<file path="src/rtl/serneg_pkg.sv">
package serneg_pkg;

    typedef enum logic {
        NONE_SEEN = 1'b0,
        ONE_SEEN  = 1'b1
    } seen_e;

    typedef enum logic {
        PH_IDLE = 1'b0,
        PH_RUN  = 1'b1
    } phase_e;

endpackage

</file>
<file path="src/rtl/serneg_mealy.sv">
module serneg_mealy
    import serneg_pkg::*;
(
    input  logic clk,
    input  logic rst,
    input  logic accept_i,
    input  logic restart_i,
    input  logic din_i,
    output logic sout_o
);

    seen_e state_q;
    seen_e state_eff;
    seen_e state_d;

    // A restart makes the current bit behave as bit 0 of a fresh word.
    assign state_eff = restart_i ? NONE_SEEN : state_q;

    always_ff @(posedge clk) begin
        if (rst) begin
            state_q <= NONE_SEEN;
        end else if (accept_i) begin
            state_q <= state_d;
        end
    end

    always_comb begin
        state_d = state_eff;
        sout_o  = 1'b0;
        if (accept_i) begin
            unique case (state_eff)
                NONE_SEEN: begin
                    sout_o  = din_i;
                    state_d = din_i ? ONE_SEEN : NONE_SEEN;
                end
                ONE_SEEN: begin
                    sout_o  = ~din_i;
                    state_d = ONE_SEEN;
                end
                default: begin
                    sout_o  = 1'b0;
                    state_d = NONE_SEEN;
                end
            endcase
        end
    end

    // Once a 1 has gone out, later bits of the same word come out inverted.
    assert_invert_after_one_R3: assert property (@(posedge clk) disable iff (rst)
        (accept_i && sout_o) |=> ((accept_i && !restart_i) |-> (sout_o != din_i)));

    // A zero emitted before any 1 means the next bit is still copied.
    assert_copy_until_one_R2: assert property (@(posedge clk) disable iff (rst)
        (accept_i && restart_i && !din_i) |=> ((accept_i && !restart_i) |-> (sout_o == din_i)));

    // The bit arriving with a restart is always copied.
    assert_restart_copies_R4: assert property (@(posedge clk) disable iff (rst)
        (accept_i && restart_i) |-> (sout_o == din_i));

    // No output activity outside a word.
    assert_idle_quiet_R8: assert property (@(posedge clk) disable iff (rst)
        !accept_i |-> !sout_o);

endmodule

</file>
<file path="src/rtl/serneg_seq.sv">
module serneg_seq
    import serneg_pkg::*;
#(
    parameter int WORD_W = 8
) (
    input  logic clk,
    input  logic rst,
    input  logic start_i,
    output logic accept_o,
    output logic done_o
);

    localparam int CW = (WORD_W > 2) ? $clog2(WORD_W) : 1;
    localparam logic [CW-1:0] LAST_IDX = CW'(WORD_W - 1);

    phase_e         phase_q;
    phase_e         phase_d;
    logic [CW-1:0]  cnt_q;
    logic [CW-1:0]  cnt_d;
    logic           done_d;
    logic           last_bit;

    assign accept_o = start_i || (phase_q == PH_RUN);
    assign last_bit = !start_i && (phase_q == PH_RUN) && (cnt_q == LAST_IDX);

    always_ff @(posedge clk) begin
        if (rst) begin
            phase_q <= PH_IDLE;
            cnt_q   <= '0;
            done_o  <= 1'b0;
        end else begin
            phase_q <= phase_d;
            cnt_q   <= cnt_d;
            done_o  <= done_d;
        end
    end

    always_comb begin
        phase_d = phase_q;
        cnt_d   = cnt_q;
        done_d  = 1'b0;
        unique case (phase_q)
            PH_IDLE: begin
                if (start_i) begin
                    phase_d = PH_RUN;
                    cnt_d   = CW'(1);
                end
            end
            PH_RUN: begin
                if (start_i) begin
                    cnt_d = CW'(1);
                end else if (last_bit) begin
                    phase_d = PH_IDLE;
                    cnt_d   = '0;
                    done_d  = 1'b1;
                end else begin
                    cnt_d = cnt_q + 1'b1;
                end
            end
            default: begin
                phase_d = PH_IDLE;
                cnt_d   = '0;
            end
        endcase
    end

    assert_done_single_R7: assert property (@(posedge clk) disable iff (rst)
        done_o |=> !done_o);

    assert_done_follows_last_R7: assert property (@(posedge clk) disable iff (rst)
        (phase_q == PH_RUN && cnt_q == LAST_IDX && !start_i) |=> done_o);

    assert_start_enters_run_R1: assert property (@(posedge clk) disable iff (rst)
        start_i |=> (phase_q == PH_RUN));

endmodule

</file>
<file path="src/rtl/serneg_shreg.sv">
module serneg_shreg #(
    parameter int WORD_W = 8
) (
    input  logic              clk,
    input  logic              rst,
    input  logic              shift_i,
    input  logic              bit_i,
    output logic [WORD_W-1:0] word_o
);

    // Bits enter at the top and move down, so an LSB-first stream lands aligned.
    for (genvar i = 0; i < WORD_W; i++) begin : g_cell
        logic nxt;
        if (i == WORD_W - 1) begin : g_top
            assign nxt = bit_i;
        end else begin : g_mid
            assign nxt = word_o[i+1];
        end
        always_ff @(posedge clk) begin
            if (rst) begin
                word_o[i] <= 1'b0;
            end else if (shift_i) begin
                word_o[i] <= nxt;
            end
        end
    end

    assert_hold_when_idle_R8: assert property (@(posedge clk) disable iff (rst)
        !shift_i |=> $stable(word_o));

endmodule

</file>
<file path="src/rtl/serneg_top.sv">
module serneg_top #(
    parameter int WORD_W = 8
) (
    input  logic              clk,
    input  logic              rst,
    input  logic              start_i,
    input  logic              din_i,
    output logic              sout_o,
    output logic [WORD_W-1:0] word_o,
    output logic              done_o
);

    logic accept;

    serneg_seq #(.WORD_W(WORD_W)) u_seq (
        .clk      (clk),
        .rst      (rst),
        .start_i  (start_i),
        .accept_o (accept),
        .done_o   (done_o)
    );

    serneg_mealy u_mealy (
        .clk       (clk),
        .rst       (rst),
        .accept_i  (accept),
        .restart_i (start_i),
        .din_i     (din_i),
        .sout_o    (sout_o)
    );

    serneg_shreg #(.WORD_W(WORD_W)) u_shreg (
        .clk     (clk),
        .rst     (rst),
        .shift_i (accept),
        .bit_i   (sout_o),
        .word_o  (word_o)
    );

    assert_reset_clears_R10: assert property (@(posedge clk)
        rst |=> (!done_o && word_o == '0));

    assert_idle_no_done_R8: assert property (@(posedge clk) disable iff (rst)
        (!accept && !done_o) |=> !done_o);

endmodule

</file>
<file path="config.mk">
export PLATFORM = sky130hd
export DESIGN_NAME = serneg_top
export DESIGN_NICKNAME = d
export VERILOG_FILES = /design/src/rtl/serneg_pkg.sv /design/src/rtl/serneg_mealy.sv /design/src/rtl/serneg_seq.sv /design/src/rtl/serneg_shreg.sv /design/src/rtl/serneg_top.sv
export SDC_FILE = /design/constraint.sdc
export NUM_CORES = 1
export LEC_CHECK = 0
export BUFFER_PORTS_ARGS = -buffer_cell sky130_fd_sc_hd__buf_2
export CORE_UTILIZATION = 40
export CTS_CLUSTER_DIAMETER = 40
export DETAILED_ROUTE_END_ITERATION = 7
export PLACE_DENSITY = 0.73
export SYNTH_ARGS = -nofsm -noshare
export SYNTH_HDL_FRONTEND = slang
export SYNTH_SLANG_ARGS = --single-unit
</file>
<file path="constraint.sdc">
create_clock -name clk -period 1.9 [get_ports clk]
set_clock_uncertainty 0.1 [all_clocks]
set_input_delay 0.19 -clock clk [delete_from_list [all_inputs] [get_ports clk]]
set_output_delay 0.19 -clock clk [all_outputs]
set_load 0.01 [all_outputs]
</file>
==> summary.md <==
| Metric | Value |
|---|---|
| Io pins | 14 |
| Remaining DRCs | 0 |
| Hold Path Class | primary input to flop |
| Rows | 14 |
| Reg area | 280 sq um |
| Buf/Inv on CP | 1 |
| Post-synth top area cell | dfxtp_1 |
| Asr flop ratio synth | 0 |
| # clock sinks | 14 |
| CP arrival | 1390 ps |
| Syn_nets | 79 |
| Startpoint types | flop |
| CTS clk-pin slew, worst paths | 80 ps |
| Clk_lat worst skew | 270 ps |
| Fin crit period | 1680 ps |
| Peak supply drop | 0.330 mV |
| Gpl congestion | 0.751 |
| DR iter-0 viols | 5 |
| Die area | 1850 sq um |
| Dominant cells by area after synthesis | dfxtp_1, buf_4, or3b_1 |
| Pins Over Slew Limit | 0 |
| Layout cells sized above 1 | 0.273 |
| Core area | 1540 sq um |
| CTS Buffer Depth | 2 |
| Vias per std cell | 5.29 |
| Most frequent cells in the layout | dfxtp_1, buf_2, a21oi_1, o21ai_0, or3b_1 |
| Sequential fraction of the synthesis area | 0.417 |
| Post-DP HPWL | 704 um |
| # hold bufs at CTS | 0 |
| Worst Tran Pin Value | 717 ps |
| Die H | 43.0 um |
| Mapped Area | 672 sq um |
| Area growth syn-to-layout | 4.47% |
| RSZ-0062 raised after global routing | false |
| Synth unique cells | 20 |
| Required time of the critical path | 1610 ps |
| Final WL | 1110 um |
| CP delay by family, top | flip-flops |
| Sink of the worst hold path | u_seq.phase_q |
| Post-synthesis instance total | 72 |
| Max-slew headroom | 0.522 |
| Starting density of the core | 0.436 |
| Post-route clock period utilization | 0.886 |
| Slowest stage delay, CP | 790 ps |
| CTS buffer count | 3 |
| LEAKAGE | 0.287 nW |
| Pre-antenna DRT Iters | 4 |
| Worst R2R Path Depth | 2 |
| Final setup viols | 0 |
| CTS root buffer | clkbuf_4 |
| Synthesis Warnings | 0 |
| CTS tree | done |
| GRT Util Overall | 0.143 |
| Critical-path cell list | o21a_1 > buf_2 |
| Final hold vios | 0 |
| CTS resizes | 0 |
| Final worst slack | 216 ps |
| Reg2Reg Setup Slack | 380 ps |
| Via count | 492 |
| Top FF cell, synth | dfxtp_1 |
| H-tree levels | 1 |
| Outcome | finished clean |
| Worst Path Max Fanout | 26 |
| Mean post-synth cell area | 9.33 sq um |
| PD cells | 753 nW/um^2 |
| Layout net count | 86 |
| First-pass GRT wire length | 1890 um |
| Total of flip-flops plus latches after synthesis | 14 |
| # fillers | 159 |
| Routed wire per std cell | 11.9 um |
| Routed Antenna Nets | 0 |
| IO Port Bufs | 13 |
| CP endpoint kind | primary output |
| Postcts setup bufs | 0 |
| Hold depth | 3 |
| Antenna violations before repair | 0 |
| N_diodes | 0 |
| Area of the multi-input gates | 299 sq um |
| Total congestion overflow | 0 |
| Pre-CTS WS | 417 ps |
| Max Clk Rate | 0.594 GHz |
| Commonest non-fill, non-tap cell in the layout | dfxtp_1 |
| Largest net degree at the start of global routing | 27 |
| Beginning of the worst hold path | start_i |
| Die Wd | 43.0 um |
| Highest-delay cell along the critical path | dfxtp_1 |
| Worst Setup Path Type | flop to primary output |
| Max Cap Viol | 0 |
| Reg2Reg Launch Point | u_seq.phase_q |
| Vias in the first global route | 416 |
| Reg2Reg Capture Point | u_seq.cnt_q[0] |
| Post-synth top area share | 0.417 |
| Fin Setup TNS | 0 ps |
| Number of synthesized flops with an enable pin | 0 |
## report_power, final
group | switching [mW] | internal, mW
logic | 0.0257 | 0.0234
clock network | 0.0895 | 0.0734
registers | 0.0135 | 0.303
total | 0.129 | 0.400
## area by class of cell
| type | count | share of cell area |
|---|---|---|
| Timing Repair Buffer | 14 | 0.103 |
| Multi-Input combinational cell | 44 | 0.426 |
| Sequential cell | 14 | 0.399 |
| Inverter | 2 | 0.0107 |
| Clock buffer | 3 | 0.0321 |
| Tap cell | 16 | 0.0285 |
## worst min-delay path, cell delays in order
cell and delay (ps):
buf_2 90, inv_1 60, a21oi_1 110
## flip-flops by register name, indices dropped and copies added, names as in the netlist
register	count
u_shreg.word_o	1
u_seq.done_o	1
u_seq.phase_q	1
u_shreg.g_cell.nxt	7
u_seq.cnt_q	3
u_mealy.state_q	1
## synthesized netlist by cell type, types with 3 or more instances
library cell	number
a21oi_1	8
buf_4	8
dfxtp_1	14
ha_1	3
nand2b_1	4
nor3_1	3
o21ai_0	7
or3b_1	5
or3b_2	3
## worst max path at each step
stage,start,endpoint,slack (ps),depth (start not counted)
2_1_floorplan,start_i,u_shreg.g_cell[6].nxt,470,7
3_3_place_gp,u_seq.phase_q,u_seq.cnt_q[0],490,2
3_5_place_dp,u_seq.phase_q,u_seq.cnt_q[0],420,2
4_1_cts,u_seq.phase_q,sout_o,230,2
5_1_grt,u_seq.phase_q,sout_o,120,2
6_report,u_seq.phase_q,sout_o,220,2
## kinds of logic after synthesis
kind of cell,after synthesis,share of synthesized area
flops,14,0.417
compound gates,21,0.181
fa+ha+maj,3,0.0559
simple gates,20,0.209
buf+inv,14,0.138
## metal layers
metal,global-route usage,part of all wire
met5,0,0
met3,0.0511,0.038
met2,0.179,0.38
met1,0.194,0.55
met4,0.109,0.031
## metrics by stage
stage / power [mW] / utilization / cells / hold WS (ps) / instance area, sq um
after floorplan: 0.363 / - / 72 / 163 / 672
after global placement: 0.370 / 0.441 / 90 / 372 / 679
after detailed placement: 0.372 / 0.441 / 90 / 373 / 679
after CTS: 0.535 / 0.455 / 93 / 114 / 702
after global routing: 0.565 / 0.455 / 93 / 120 / 702
final: 0.529 / 0.455 / 93 / 115 / 702
Power figures use the tool's default switching activity.
